## config.mk

```make
export PLATFORM = sky130hd
export DESIGN_NAME = edge_clock_gen
export DESIGN_NICKNAME = d
export VERILOG_FILES = /design/src/rtl/edge_clk_pkg.sv /design/src/rtl/edge_pin_sync.sv /design/src/rtl/edge_div_count.sv /design/src/rtl/edge_clock_gen.sv
export SDC_FILE = /design/constraint.sdc
export NUM_CORES = 1
export LEC_CHECK = 0
export ABC_AREA = 1
export CAP_MARGIN = 20
export CORE_ASPECT_RATIO = 0.5
export CORE_UTILIZATION = 45
export CTS_BUF_LIST = sky130_fd_sc_hd__clkbuf_2 sky130_fd_sc_hd__clkbuf_4 sky130_fd_sc_hd__clkbuf_8
export CTS_CLUSTER_DIAMETER = 40
export DETAILED_ROUTE_END_ITERATION = 8
export HOLD_SLACK_MARGIN = 0.12
export PLACE_DENSITY = 0.68
export SLEW_MARGIN = 20
export SYNTH_ARGS = -nofsm -noshare
export SYNTH_HDL_FRONTEND = slang
export SYNTH_HIERARCHICAL = 1
export SYNTH_SLANG_ARGS = --single-unit
export TNS_END_PERCENT = 10
```

## constraint.sdc

```tcl
create_clock -name clk_i -period 2.4 [get_ports clk_i]
set_input_delay 0.24 -clock clk_i [delete_from_list [all_inputs] [get_ports clk_i]]
set_output_delay 0.24 -clock clk_i [all_outputs]
set_load 0.05 [all_outputs]
```

## src/rtl/edge_clk_pkg.sv

```systemverilog
package edge_clk_pkg;

    // Registered state of the generator top
    typedef struct packed {
        logic running;
        logic level;
        logic rise;
        logic fall;
    } gen_state_t;

endpackage

```

## src/rtl/edge_pin_sync.sv

```systemverilog
// Multi-flop synchroniser for the external clock pin with change detection.
module edge_pin_sync #(
    parameter int STAGES = 2
) (
    input  logic clk_i,
    input  logic rst_ni,
    input  logic pin_i,
    output logic change_o
);
    localparam int LAST = STAGES - 1;

    logic [STAGES-1:0] chain_d, chain_q;
    logic              prev_d, prev_q;

    generate
        if (STAGES > 1) begin : g_multi
            always_comb chain_d = {chain_q[STAGES-2:0], pin_i};
        end else begin : g_single
            always_comb chain_d = pin_i;
        end
    endgenerate

    always_comb prev_d = chain_q[LAST];

    always_ff @(posedge clk_i or negedge rst_ni) begin
        if (!rst_ni) begin
            chain_q <= '0;
            prev_q  <= 1'b0;
        end else begin
            chain_q <= chain_d;
            prev_q  <= prev_d;
        end
    end

    assign change_o = chain_q[LAST] ^ prev_q;

    // A detected change means the last stage moved on the previous edge
    assert_change_R7: assert property (@(posedge clk_i) disable iff (!rst_ni)
        change_o |-> (chain_q[LAST] != $past(chain_q[LAST])));

endmodule

```

## src/rtl/edge_div_count.sv

```systemverilog
// Half-period counter of the internal source; tick_o marks a toggle cycle.
module edge_div_count #(
    parameter int DIV_W = 16
) (
    input  logic             clk_i,
    input  logic             rst_ni,
    input  logic             run_i,
    input  logic [DIV_W-1:0] div_i,
    output logic             tick_o
);
    logic [DIV_W-1:0] cnt_d, cnt_q;
    logic [DIV_W-1:0] term;

    always_comb begin
        term   = (div_i == '0) ? '0 : div_i - DIV_W'(1);
        tick_o = run_i && (cnt_q >= term);
        if (!run_i || tick_o) cnt_d = '0;
        else                  cnt_d = cnt_q + DIV_W'(1);
    end

    always_ff @(posedge clk_i or negedge rst_ni) begin
        if (!rst_ni) cnt_q <= '0;
        else         cnt_q <= cnt_d;
    end

    // Counter is cleared whenever the divider is not enabled
    assert_idle_clear_R6: assert property (@(posedge clk_i) disable iff (!rst_ni)
        !run_i |=> (cnt_q == '0));

endmodule

```

## src/rtl/edge_clock_gen.sv

```systemverilog
// Port clock generator: divided reference or synchronised external pin.
module edge_clock_gen
    import edge_clk_pkg::*;
#(
    parameter int DIV_W       = 16,
    parameter int SYNC_STAGES = 2
) (
    input  logic             clk_i,
    input  logic             rst_ni,
    input  logic             run_start_i,
    input  logic             run_stop_i,
    input  logic             src_ext_i,
    input  logic [DIV_W-1:0] div_val_i,
    input  logic             ext_pin_i,
    input  logic             pin_drive_en_i,
    output logic             rise_o,
    output logic             fall_o,
    output logic             level_o,
    output logic             pin_o,
    output logic             pin_oe_o
);
    gen_state_t st_d, st_q;
    logic       div_tick;
    logic       pin_change;
    logic       toggle;

    edge_div_count #(.DIV_W(DIV_W)) i_div (
        .clk_i  (clk_i),
        .rst_ni (rst_ni),
        .run_i  (st_q.running && !src_ext_i),
        .div_i  (div_val_i),
        .tick_o (div_tick)
    );

    edge_pin_sync #(.STAGES(SYNC_STAGES)) i_sync (
        .clk_i    (clk_i),
        .rst_ni   (rst_ni),
        .pin_i    (ext_pin_i),
        .change_o (pin_change)
    );

    always_comb begin
        toggle = st_q.running && (src_ext_i ? pin_change : div_tick);
        st_d      = st_q;
        st_d.rise = 1'b0;
        st_d.fall = 1'b0;
        if (run_stop_i) begin
            st_d.running = 1'b0;
            st_d.level   = 1'b0;
            st_d.fall    = st_q.level;
        end else begin
            if (run_start_i) st_d.running = 1'b1;
            if (toggle) begin
                st_d.level = ~st_q.level;
                st_d.rise  = ~st_q.level;
                st_d.fall  = st_q.level;
            end
        end
    end

    always_ff @(posedge clk_i or negedge rst_ni) begin
        if (!rst_ni) st_q <= '0;
        else         st_q <= st_d;
    end

    assign rise_o   = st_q.rise;
    assign fall_o   = st_q.fall;
    assign level_o  = st_q.level;
    assign pin_oe_o = pin_drive_en_i;
    assign pin_o    = pin_drive_en_i & st_q.level;

    assert_rise_first_high_R5: assert property (@(posedge clk_i) disable iff (!rst_ni)
        rise_o |-> (level_o && !$past(level_o)));

    assert_fall_first_low_R5: assert property (@(posedge clk_i) disable iff (!rst_ni)
        fall_o |-> (!level_o && $past(level_o)));

    assert_strobe_excl_R5: assert property (@(posedge clk_i) disable iff (!rst_ni)
        $onehot0({rise_o, fall_o}));

    assert_stop_low_R6: assert property (@(posedge clk_i) disable iff (!rst_ni)
        run_stop_i |=> (!level_o && !rise_o));

    assert_no_run_no_edge_R2: assert property (@(posedge clk_i) disable iff (!rst_ni)
        (!st_q.running && !run_start_i) |=> (!level_o && !rise_o));

endmodule

```

==> run_results.csv <==
group,metric,value,unit
run_status,status,"complete, no violations",
timing,fin_crit_sh,0.972,
routing,drt_iter0_drc,54,
cells_and_area,utilization,0.700,
timing,slew_viol_final,0,
synthesis,async_flop_share,1.00,
timing,skew,3.56,ps
floorplan,die_w,95.9,µm
global_routing,grt_max_degree,24,
synthesis,synth.cells.most_frequent,"56 x nand2_1, 39 x inv_1, 23 x dfrtp_1, 23 x nor2_1, 20 x nand3_1",
synthesis,synth_seq_cells,23,
critical_path,critPathLaunchType,"primary input",
routing,vias,1888,
floorplan,start_util,0.489,
synthesis,synth-seq-area-share,0.290,
synthesis,synth_area_per_cell,7.52,µm²
timing,clock.fmax,429,MHz
placement,dpl_worst_slack,-690,ps
routing,drt-total-wl,5020,µm
critical_path,path_delay_family,"simple AND/OR/NAND/NOR gates",
critical_path,crit_required,2560,ps
synthesis,synth_largest_area_cell,"dfrtp_1",
pwr,p_leak,1.38,nW
cts,clockBufferDepth,2,
cells_and_area,num_antenna_cells,0,
global_routing,antenna_found_initial,0,
cells_and_area,area_growth,43.2,%
cts,h-tree-depth,1,
routing,wl_met2,2320,µm
cells_and_area,final_cell_area,0.00284,mm²
routing,highest_layer,"met4",
cells_and_area,stdcell_count,379,
cts,clk_latency,270,ps
timing,tightest_slew,500,ps
routing,drt-met1-wl,2400,µm
cts,cts_buffers,3,
routing,dr.pass1.iters,4,
critical_path,cp_data_arrival_time,2490,ps
critical_path,cp-end-kind,"register",
synthesis,synth_enable_flop_cells,0,
synthesis,synth.area.top_cells,"dfrtp_1 29%, ha_1 12%, nand2_1 11%, inv_1 7.4%, xor2_1 7.1%",
synthesis,postSynthCellCount,264,
placement,hpwl,3420,µm
floorplan,core_area,0.00406,mm²
routing,dr_wl_met3,229,µm
critical_path,critPathLaunch,"div_val_i[10]",
cts,clock_tree.root_cell,"clkbuf_8",
synthesis,synth_cell_types,31,
cells_and_area,nets,368,
floorplan,io_pins,28,
floorplan,die_area,0.00470,mm²
synthesis,synth_flop_cell,"dfrtp_1",
routing,antenna_left,0,
routing,wire_per_inst,13.3,µm
placement,port_buffers,27,
timing,period_minus_slack,2330,ps
routing,drc,0,
pwr,ir_drop,0.000261,V
hold_path,hp-class,"in2async",
global_routing,grt_usage,0.223,
synthesis,synth.net_count,306,
global_routing,grt_pass1_wl,8020,µm
synthesis,synth_warnings,6,
cts,path_clk_slew,80,ps
flow_run,drv_cap,0,
timing,slew_headroom,0.666,
critical_path,crit_buf_inv,4,
floorplan,core.rowCount,16,
pwr,p_per_area,304,mW/mm²
cts,cts_hold_buf,0,
critical_path,crit_chain,"dlygate4sd2_1 > nor2_1 > nand2_2 > nor2_4 > buf_4 > nand3_2 > buf_4 > nand3_1 > ha_1 > nand4_1 > nor2_1 > nand2_2 > a21boi_2 > inv_1 > nand2_2 > nand3_2 > nand3_2 > nand2_1",
cts,cts_num_sinks,23,
placement,place_inst,364,
critical_path,timing.rr.start,"i_div/cnt_q[3]",
synthesis,synth.cell_area,0.00199,mm²
global_routing,grt_pass1_vias,1799,
critical_path,critPathMaxFanout,4,
pwr,finalPower,0.863,mW
critical_path,r2r_end,"level_o",
floorplan,die_h,49.0,µm
placement,postPlaceCellArea,0.00246,mm²
critical_path,crit_type,"in2reg",
critical_path,reg2regPathDepth,14,
cells_and_area,num-fill-cells,305,
global_routing,grt-ovfl-total,0,
routing,vias_per_cell,4.98,
timing,hold_violations,0,
critical_path,cp_slowest_stage_delay,270,ps
critical_path,reg2reg_slack,530,ps
cts,tritoncts,"done",
placement,place_congestion,0.839,
cells_and_area,final_layout_size_suffix_gt1_frac,0.382,
timing,setup_viol,0,
critical_path,slowest_stage,"dlygate4sd2_1",
timing,fin_ws,68.0,ps
synthesis,yosysTopAreaCellShare,0.290,
synthesis,yosysMostFrequentCell,"nand2_1",
## cell usage in the layout (no fill, tap or decap), types with 9 or more instances in the layout
cell / netlist / layout
nand2_1: 56 / 49
inv_1: 39 / 30
buf_4: 1 / 28
dfrtp_1: 23 / 23
nor2_2: 17 / 19
nor2_1: 23 / 17
nand3_1: 20 / 16
xor2_1: 16 / 15
ha_1: 19 / 13
clkdlybuf4s50_1: 0 / 11
inv_2: 3 / 9
nand2_2: 4 / 9
## flip-flops by register name, indices dropped and copies added, names as in the netlist
signal and count:
i_div/cnt_q 16, i_sync/chain_q 2, rise_o 1, fall_o 1
i_sync/prev_q 1, st_q 1, level_o 1
## worst max path at each step
stage	cells past startpoint	to
after floorplan	19	level_o
after global placement	20	level_o
after detailed placement	20	level_o
after CTS	18	level_o
after global routing	18	level_o
final	18	level_o
## stage by stage
step,hold slack [ps],TNS [ps]
6_report,313,0
5_1_grt,347,-26.9
4_1_cts,320,0
3_5_place_dp,339,-9640
3_3_place_gp,335,-8420
2_1_floorplan,-55.6,0
## per-layer routing
layer  track usage  up-vias
met5             0        -
met4        0.0697        0
met3        0.0421        9
met2         0.363       44
met1         0.299      873
li1              -      962
## cell type report
cell class | instances | area [µm²] | area share
clock buffers | 3 | 41.3 | 0.0145
repair buffers | 57 | 468 | 0.165
inverters | 42 | 165 | 0.0581
multi-input cells | 199 | 1520 | 0.535
clock inverters | 1 | 5.00 | 0.00176
well taps | 54 | 67.6 | 0.0238
flip-flops and latches | 23 | 576 | 0.202
## cells by family (layout without fill, tap and decap cells)
group | after synthesis | after routing | share of synthesized area
flip-flops | 23 | 23 | 0.290
adder cells (fa/ha/maj) | 19 | 19 | 0.120
AND/OR/NAND/NOR | 144 | 146 | 0.369
XOR/XNOR | 20 | 20 | 0.0882
buffers and inverters | 44 | 103 | 0.0888
AO/OA/AOI/OAI | 14 | 14 | 0.0447
## power breakdown
group	switching, mW	total [mW]	internal [mW]
logic	0.124	0.223	0.0987
registers	0.00620	0.400	0.394
clock network	0.125	0.241	0.116
## repair_timing
action | in CTS | in global routing
endpoints found under the setup margin | 19 | 19
setup buffers | 7 | 3
pin swaps | 24 | 36
resized for setup | 42 | 55
cloned | 2 | 0
(Power assumes the default switching activity.)
